### src/rtl/ustep_pkg.sv
package ustep_pkg;

  localparam int unsigned POS_W    = 7;
  localparam int unsigned QTR_W    = 5;
  localparam int unsigned MAG_W    = 7;
  localparam int unsigned CYCLE    = 1 << POS_W;
  localparam logic [POS_W-1:0] HOME_POS   = POS_W'(CYCLE / 8);
  localparam logic [POS_W-1:0] QUARTER    = POS_W'(CYCLE / 4);
  localparam logic [MAG_W-1:0] FULL_SCALE = MAG_W'(100);

  typedef enum logic [2:0] {
    RES_FULL_T   = 3'b000,
    RES_HALF_T   = 3'b001,
    RES_SIXTEEN  = 3'b010,
    RES_THIRTY2  = 3'b011,
    RES_FULL_S   = 3'b100,
    RES_HALF_S   = 3'b101,
    RES_QUARTER  = 3'b110,
    RES_EIGHTH   = 3'b111
  } res_mode_e;

  // log2 of the index stride for each resolution
  function automatic logic [2:0] stride_shift(input logic [2:0] m);
    logic [2:0] s;
    case (m)
      3'b000, 3'b100: s = 3'd5;
      3'b001, 3'b101: s = 3'd4;
      3'b110:         s = 3'd3;
      3'b111:         s = 3'd2;
      3'b010:         s = 3'd1;
      default:        s = 3'd0;
    endcase
    return s;
  endfunction

  function automatic logic is_full_torque(input logic [2:0] m);
    return (m[2:1] == 2'b00);
  endfunction

endpackage

### src/rtl/ustep_step_sync.sv
module ustep_step_sync #(
  parameter int unsigned SYNC_STAGES = 2
) (
  input  logic clk,
  input  logic rst_n,
  input  logic step_in,
  output logic adv_o
);
  localparam int unsigned LAST = SYNC_STAGES - 1;

  logic [SYNC_STAGES-1:0] sync_q;
  logic [SYNC_STAGES-1:0] sync_d;
  logic                   prev_q;

  always_comb begin
    sync_d = {sync_q[SYNC_STAGES-2:0], step_in};
  end

  always_ff @(posedge clk or negedge rst_n) begin
    if (!rst_n) begin
      sync_q <= '0;
      prev_q <= 1'b0;
    end else begin
      sync_q <= sync_d;
      prev_q <= sync_q[LAST];
    end
  end

  assign adv_o = sync_q[LAST] & ~prev_q;

endmodule

### src/rtl/ustep_index_ctrl.sv
module ustep_index_ctrl
  import ustep_pkg::*;
(
  input  logic             clk,
  input  logic             rst_n,
  input  logic             adv,
  input  logic             hold_n,
  input  logic             home_req,
  input  logic [2:0]       mode_in,
  input  logic             dir_in,
  output logic [POS_W-1:0] pos_q,
  output res_mode_e        mode_q
);
  logic             force_home;
  logic             load_en;
  logic [POS_W-1:0] stride;
  logic [POS_W-1:0] pos_d;
  res_mode_e        mode_d;

  assign force_home = ~hold_n | home_req;
  assign load_en    = force_home | adv;

  always_comb begin
    stride = POS_W'(1) << stride_shift(mode_in);
    pos_d  = pos_q;
    mode_d = mode_q;
    if (force_home) begin
      pos_d  = HOME_POS;
      mode_d = RES_FULL_T;
    end else if (adv) begin
      mode_d = res_mode_e'(mode_in);
      pos_d  = dir_in ? (pos_q - stride) : (pos_q + stride);
    end
  end

  always_ff @(posedge clk or negedge rst_n) begin
    if (!rst_n) begin
      pos_q  <= HOME_POS;
      mode_q <= RES_FULL_T;
    end else if (load_en) begin
      pos_q  <= pos_d;
      mode_q <= mode_d;
    end
  end

endmodule

### src/rtl/ustep_quarter_lut.sv
module ustep_quarter_lut
  import ustep_pkg::*;
(
  input  logic [QTR_W:0]   ang,
  output logic [MAG_W-1:0] mag
);
  // round(100*sin(ang*90/32 degrees)), ang in 0..32
  always_comb begin
    case (ang)
      6'd0:  mag = 7'd0;
      6'd1:  mag = 7'd5;
      6'd2:  mag = 7'd10;
      6'd3:  mag = 7'd15;
      6'd4:  mag = 7'd20;
      6'd5:  mag = 7'd24;
      6'd6:  mag = 7'd29;
      6'd7:  mag = 7'd34;
      6'd8:  mag = 7'd38;
      6'd9:  mag = 7'd43;
      6'd10: mag = 7'd47;
      6'd11: mag = 7'd51;
      6'd12: mag = 7'd56;
      6'd13: mag = 7'd60;
      6'd14: mag = 7'd63;
      6'd15: mag = 7'd67;
      6'd16: mag = 7'd71;
      6'd17: mag = 7'd74;
      6'd18: mag = 7'd77;
      6'd19: mag = 7'd80;
      6'd20: mag = 7'd83;
      6'd21: mag = 7'd86;
      6'd22: mag = 7'd88;
      6'd23: mag = 7'd90;
      6'd24: mag = 7'd92;
      6'd25: mag = 7'd94;
      6'd26: mag = 7'd96;
      6'd27: mag = 7'd97;
      6'd28: mag = 7'd98;
      6'd29: mag = 7'd99;
      6'd30: mag = 7'd100;
      6'd31: mag = 7'd100;
      6'd32: mag = 7'd100;
      default: mag = 7'd0;
    endcase
  end

endmodule

### src/rtl/ustep_phase_map.sv
module ustep_phase_map
  import ustep_pkg::*;
(
  input  logic [POS_W-1:0]            pos,
  input  logic                        full_torque,
  output logic [1:0][MAG_W-1:0]       mag_o,
  output logic [1:0]                  neg_o
);
  // winding index 0 = cosine (winding 1), 1 = sine (winding 2)
  for (genvar w = 0; w < 2; w++) begin : g_wind
    localparam logic [POS_W-1:0] SHIFT = (w == 0) ? QUARTER : '0;

    logic [POS_W-1:0] rot;
    logic [QTR_W-1:0] off;
    logic [QTR_W:0]   fold;
    logic [MAG_W-1:0] raw;
    logic [MAG_W-1:0] shaped;

    always_comb begin
      rot  = pos + SHIFT;
      off  = rot[QTR_W-1:0];
      fold = rot[QTR_W] ? ((QTR_W+1)'(1 << QTR_W) - {1'b0, off}) : {1'b0, off};
    end

    ustep_quarter_lut u_lut (
      .ang (fold),
      .mag (raw)
    );

    always_comb begin
      if (full_torque) begin
        shaped = (raw != '0) ? FULL_SCALE : '0;
      end else begin
        shaped = raw;
      end
      mag_o[w] = shaped;
      neg_o[w] = rot[POS_W-1] & (shaped != '0);
    end
  end

endmodule

### src/rtl/ustep_translator.sv
module ustep_translator
  import ustep_pkg::*;
#(
  parameter int unsigned SYNC_STAGES = 2
) (
  input  logic             clk,
  input  logic             rst_n,
  input  logic             step_in,
  input  logic             dir_in,
  input  logic [2:0]       mode_sel,
  input  logic             hold_n,
  input  logic             home_req,
  output logic [MAG_W-1:0] w1_mag,
  output logic             w1_neg,
  output logic [MAG_W-1:0] w2_mag,
  output logic             w2_neg
);
  logic                  adv_pulse;
  logic [POS_W-1:0]      pos_q;
  res_mode_e             mode_q;
  logic [1:0][MAG_W-1:0] mag_w;
  logic [1:0]            neg_w;

  ustep_step_sync #(.SYNC_STAGES(SYNC_STAGES)) u_sync (
    .clk     (clk),
    .rst_n   (rst_n),
    .step_in (step_in),
    .adv_o   (adv_pulse)
  );

  ustep_index_ctrl u_idx (
    .clk      (clk),
    .rst_n    (rst_n),
    .adv      (adv_pulse),
    .hold_n   (hold_n),
    .home_req (home_req),
    .mode_in  (mode_sel),
    .dir_in   (dir_in),
    .pos_q    (pos_q),
    .mode_q   (mode_q)
  );

  ustep_phase_map u_map (
    .pos         (pos_q),
    .full_torque (is_full_torque(mode_q)),
    .mag_o       (mag_w),
    .neg_o       (neg_w)
  );

  assign w1_mag = mag_w[0];
  assign w1_neg = neg_w[0];
  assign w2_mag = mag_w[1];
  assign w2_neg = neg_w[1];

endmodule

### config.mk
export PLATFORM = sky130hd
export DESIGN_NAME = ustep_translator
export DESIGN_NICKNAME = d
export VERILOG_FILES = /design/src/rtl/ustep_pkg.sv /design/src/rtl/ustep_step_sync.sv /design/src/rtl/ustep_index_ctrl.sv /design/src/rtl/ustep_quarter_lut.sv /design/src/rtl/ustep_phase_map.sv /design/src/rtl/ustep_translator.sv
export SDC_FILE = /design/constraint.sdc
export NUM_CORES = 1
export LEC_CHECK = 0
export BUFFER_PORTS_ARGS = -buffer_cell sky130_fd_sc_hd__buf_2
export CORE_UTILIZATION = 61
export DETAILED_ROUTE_END_ITERATION = 10
export GPL_TIMING_DRIVEN = 0
export HOLD_SLACK_MARGIN = 0.02
export PLACE_DENSITY = 0.8
export SLEW_MARGIN = 40
export SYNTH_ARGS = -nofsm -noshare
export SYNTH_HDL_FRONTEND = slang
export SYNTH_SLANG_ARGS = --single-unit
export TNS_END_PERCENT = 50
### constraint.sdc
create_clock -name clk -period 5.4 [get_ports clk]
set_clock_uncertainty 0.05 [all_clocks]
set_input_delay 1.08 -clock clk [delete_from_list [all_inputs] [get_ports clk]]
set_output_delay 1.08 -clock clk [all_outputs]
set_load 0.01 [all_outputs]
### Word-level counts from Yosys, hierarchy flattened

Memory sizes are Yosys's and may differ from the RTL's.
Cells that the tools add are included.

* flip-flop bits (word level): 13
* latch bits: 0
* memory bits (writable): 0
* memory bits (read-only): 896
* logic and storage cells: 47
* memories kept: 2

Memory list
* (name not given): depth 64, bits a word 7, rd ports 1, clocked after Yosys merged registers in 0, wr ports 0, line ustep_quarter_lut.sv:9 `case (ang)`
* (name not given): depth 64, bits a word 7, rd ports 1, clocked after Yosys merged registers in 0, wr ports 0, line ustep_quarter_lut.sv:9

* add/subtract/negate cells: 5
* $mul: 0
* divide/modulo/power cells: 0
* order comparisons: 0
* eq/ne operators: 6
* shift operators: 1
* multiplexer cells: 12
* bitwise operators: 7
* reductions and logical operators: 10

Operator list (count)
* $mux W7: 7
* $reduce_bool A7 Y1: 4
* $pmux W3 S5: 1
* $eq A3 B3 Y1 const B: 4
* $mux W6: 2
* $sub A6 B5 Y6 const A: 2
* $add A7 B6 Y7 const B: 1
* $add A7 B7 Y7: 1
* $shl A1 B3 Y7 const A: 1
* $sub A7 B7 Y7: 1
* $mux W3: 2
* $reduce_or A2 Y1: 2
* $and A1 B1 Y1: 3
* $eq A3 B1 Y1 const B: 1
* $eq A3 B2 Y1 const B: 1
* $logic_not A3 Y1: 1
* $logic_not A2 Y1: 1
* $not A1 Y1: 2
* $or A1 B1 Y1: 2
* $reduce_and A2 Y1: 1
* $reduce_bool A2 Y1: 1

### Depth between registers and ports, before layout

An unclocked memory read counts as a cell.

* word-level depth: 9
* depth in mapped cells: 14
* mapped depth without buffers: 14

### Modules after synthesis

A second synthesis with hierarchy kept.

* cells, all modules: 278
* area, all modules: 2255.9 um^2

Modules (own cells, without submodules)
* ustep_quarter_lut: times used 2, cells an instance 63, area an instance 494.2 um^2, seq. area each 0.0 um^2
* ustep_index_ctrl: times used 1, cells an instance 88, area an instance 798.3 um^2, seq. area each 251.5 um^2
* ustep_phase_map: times used 1, cells an instance 59, area an instance 376.6 um^2, seq. area each 0.0 um^2
* ustep_step_sync: times used 1, cells an instance 4, area an instance 88.8 um^2, seq. area each 75.1 um^2
* ustep_translator: times used 1, cells an instance 1, area an instance 3.8 um^2, seq. area each 0.0 um^2

### Worst setup path after synthesis

Ideal clock, no wire load.

* path type: reg-to-output
* start: register u_idx.pos_q[0]
* end: output port w2_mag[5]
* arrival: 3.453 ns
* data required time: 4.270 ns
* path slack: 0.817 ns
* cell stages (with the launch flop): 14
* path buffers: 2
* cells stage by stage: dfrtp_1 clkbuf_1 inv_1 ha_1 clkbuf_1 mux2_2 ha_1 inv_1 maj3_1 a311oi_1 o211ai_1 o22ai_1 nor4_2 a21oi_1

* longest elaborated chain between the ends: 6

Ends and longest elaborated chain
* start, declared: line ustep_index_ctrl.sv:11 `output logic [POS_W-1:0] pos_q,`
* start signal, assigned: line ustep_index_ctrl.sv:41 `pos_q <= pos_d;`
* $sub A6 B5 Y6: line ustep_phase_map.sv:22 `fold = rot[QTR_W] ? ((QTR_W+1)'(1 << QTR_W) - {1'b0, off}) : {1'b0, off};`
* $mux W6 *: line ustep_phase_map.sv:22
* $mem_v2 Z64 W7 *
* $reduce_bool A7 Y1: line ustep_phase_map.sv:32 `shaped = (raw != '0) ? FULL_SCALE : '0;`
* $mux W7: line ustep_phase_map.sv:32
* $mux W7 *: line ustep_phase_map.sv:31 `if (full_torque) begin`
* end, declared: line ustep_translator.sv:15 `output logic [MAG_W-1:0] w2_mag,`

Every way passes the cells marked *; elsewhere a longest branch is shown, timed or not.

### Final worst setup path

* start: register u_idx.pos_q[0]
* end: output port w2_neg

* longest elaborated chain between the ends: 8

Ends and longest elaborated chain
* $sub A6 B5 Y6: line ustep_phase_map.sv:22
* $mux W6 *: line ustep_phase_map.sv:22
* $mem_v2 Z64 W7 *
* $reduce_bool A7 Y1: line ustep_phase_map.sv:32
* $mux W7: line ustep_phase_map.sv:32
* $mux W7 *: line ustep_phase_map.sv:31
* $reduce_bool A7 Y1 *: line ustep_phase_map.sv:37 `neg_o[w] = rot[POS_W-1] & (shaped != '0);`
* $and A1 B1 Y1 *: line ustep_phase_map.sv:37
* end, declared: line ustep_translator.sv:16 `output logic w2_neg`

Marked as above.

==> metrics.txt <==
Post-synth EDFFs=0; via count of the first global-routing pass=2511; WL per Instance=16.7 um; Slew Limit Headroom=0.513; routability cong.=0.952; #FFs+latches synth=12; largest net degree at the start of global routing=14; share of cells above drive strength 1=0.198; core area=between 0.004 and 0.005 mm2; PortBufs=24; RSZ-0062 raised after global routing=false; total number of vias=2892; Clock Latency Late Sink=0.24 ns; Fillers=362; minimum clock period=5.09 ns; DR DRC count=0; Peak supply drop=between 150 and 200 uV; Die Y=66.9 um; Worst R2R Setup Slack=between 2 and 2.5 ns; Critical Path Fanout Max=11; Initial Utilization=0.639; crit path setup slack, layout=0.311 ns; final setup violating endpoints=0; initial antenna violation count=0; final hold vios=0; P&R area growth vs syn=10.3%; Post-Layout Cell Count=424; Cells after Synth=around 350; Syn. warnings=0; R2R Path End=u_idx.pos_q[6]; depth of the CTS H-tree=1; IO Pins=25; Hold Path Sink=u_sync.sync_q[1]; WHS Path Cells=0; Worst-Margin Slew=0.727 ns; CTS Buf Count=3; Critical Path RT=4.27 ns; Worst Setup Path Type=flop to output pin; num rows=23; DPL Wire Length=approximately 5.4 mm; post-route ant nets=0; Top FF cell, synth=dfrtp_1; biggest cell delay along the critical path=approximately 0.5 ns; Worst-path clk slew=0.06 ns; outcome=finished clean; clock tree sinks=12; Hold Path Origin=u_sync.sync_q[0]; Worst Path Arrival=3.96 ns; Tot GR Track Use=0.338; CTS tree=done; leakage power=1.15 nW; Syn Nets=379; crit end category=output pin; CP max stage cell=dfrtp_2; maximum capacitance violations=0; First-pass DRT Iterations=7; GRT overflow=0; crit path cell chain=clkbuf_2 -> clkinvlp_4 -> ha_2 -> mux2_2 -> ha_1 -> inv_1 -> maj3_1 -> a311oi_2 -> o211ai_1 -> o22ai_1 -> nor4_1 -> nor2_1 -> buf_2; FF-to-FF path depth=12; synthesized cell area=0.00257 mm2; cts hold-fix bufs=0; post-synthesis sequential area ratio=0.117; Max Slew Vio Count=0; Peak Freq=0.197 GHz; crit path launch=u_idx.pos_q[0]; type of the worst min-delay path=flop to flop; final wirelength=7.07 mm; Synth cell types=76; Synth Area per Inst=roughly 7.5 um2; pre-CTS WS=-0.263 ns; drt initial violations=302; # diodes=0; Layout Nets=just over 400; die area=0.00448 mm2; share of synthesized registers carrying an async set or reset=1.00; Worst Setup Start Kind=flop; clock buffer depth=2; die width=66.9 um; Critical R2R Launch=u_idx.pos_q[0]; pwr dens=129 mW/mm2; Placed Instances=419; final period utilization=0.942; Root Buffer=clkbuf_8; first-pass GRT wire length=11.6 mm; average vias per placed instance=6.82
==> layout make-up <==
cell class,instances,area [um2],share of cell area
buffer,24,125,0.0441
tap,50,62.6,0.0220
clock buffer,4,55.1,0.0194
sequential,12,303,0.107
inverter,20,78.8,0.0278
timing repair buffer,26,135,0.0476
multi-input combinational,288,2080,0.732
==> what timing repair did <==
| item | CTS | global route |
|---|---|---|
| setup buffers | 0 | 2 |
| endpoints found under the setup margin | 8 | 9 |
| resized for setup | 3 | 4 |
==> synthesized netlist by cell type (3+ instances only) <==
library cell	number	area, um2
a2111o_1	3	33.8
a2111oi_0	3	26.3
a211o_1	4	35.0
a211oi_1	6	45.0
a211oi_2	3	37.5
a21boi_0	3	22.5
a21o_1	4	30.0
a21oi_1	18	90.1
a31oi_1	6	37.5
and2_1	3	18.8
and3_1	5	31.3
buf_2	8	40.0
clkbuf_1	12	45.0
dfrtp_1	11	275
ha_1	24	300
inv_1	18	67.6
mux2_2	3	33.8
mux2i_1	4	40.0
nand2_1	24	90.1
nand2b_1	5	31.3
nand3_1	9	45.0
nor2_1	23	86.3
nor2b_1	12	75.1
nor3_1	14	70.1
o211ai_1	7	52.6
o21a_1	3	22.5
o21ai_0	34	170
or2_2	4	25.0
or3_1	6	37.5
xnor2_1	4	35.0
xor2_1	3	26.3
==> worst max-delay path: cells and delay by family (launching register included) <==
family | cells | cell delay (ns)
compound gates | 3 | 0.87
simple gates | 2 | 0.26
fa+ha+maj | 3 | 1.01
mux | 1 | 0.28
buf+inv | 4 | 0.78
flops | 1 | 0.50
==> metrics by stage <==
stage | hold WS (ns) | setup TNS (ns) | utilization | area, um2 | power (W)
floorplan | 0.281 | 0 | - | 2570 | 0.000226
detailed placement | 0.291 | -0.996 | 0.684 | 2760 | 0.000264
global placement | 0.283 | -0.704 | 0.684 | 2760 | 0.000262
CTS | 0.303 | 0 | 0.699 | 2820 | 0.000367
global route | 0.311 | 0 | 0.704 | 2840 | 0.000391
finish | 0.301 | 0 | 0.704 | 2840 | 0.000367
==> worst max path at each step <==
stage	cells after the start	slack, ns	to
after global placement	14	-0.20	w2_neg
final	13	0.31	w2_neg
after detailed placement	14	-0.26	w2_neg
after CTS	15	0.11	w2_neg
after floorplan	13	0.82	w2_mag[5]
after global routing	14	0.15	w2_neg
==> per-layer routing <==
metal  wire [um]  vias to the layer above  global-route usage
met5           0                        -                   0
met3         589                       33              0.0360
met4         255                        0               0.181
li1            -                     1357                   -
met2        3210                      164               0.544
met1        3010                     1338               0.437
==> report_power, final <==
group | switching, W | internal (W)
Clock | 0.0000348 | 0.0000645
Sequential | 0.00000341 | 0.0000933
Combinational | 0.000102 | 0.0000698
==> logic make-up (layout without fill, tap and decap cells) <==
family / Yosys count / count (layout) / synth area share
AOI/OAI and AO/OA: 124 / 124 / 0.352
and+or+nand+nor: 122 / 122 / 0.262
buffers and inverters: 45 / 74 / 0.0783
adders and majority gates: 27 / 27 / 0.132
DFF: 12 / 12 / 0.117
muxes: 8 / 8 / 0.0345
xor gates and xnor gates: 7 / 7 / 0.0238
==> cell usage in the layout (no fill, tap or decap), drive strengths merged, types with 5 or more instances in the layout <==
| master | Yosys | routed |
|---|---|---|
| a2111oi | 5 | 5 |
| a211oi | 9 | 9 |
| a21oi | 18 | 18 |
| a31oi | 6 | 6 |
| and3 | 5 | 5 |
| buf | 13 | 39 |
| clkbuf | 12 | 15 |
| dfrtp | 11 | 11 |
| ha | 24 | 24 |
| inv | 20 | 19 |
| nand2 | 24 | 24 |
| nand2b | 5 | 5 |
| nand3 | 9 | 9 |
| nor2 | 23 | 23 |
| nor2b | 12 | 12 |
| nor3 | 14 | 14 |
| o211ai | 7 | 7 |
| o21ai | 38 | 38 |
| or3 | 7 | 7 |
==> sequential cells by signal, summed over array words and instances, names as in the netlist <==
register,flops
u_sync.prev_q,1
u_sync.sync_q,2
u_idx.mode_q,2
u_idx.pos_q,7
Power figures use the tool's default switching activity.
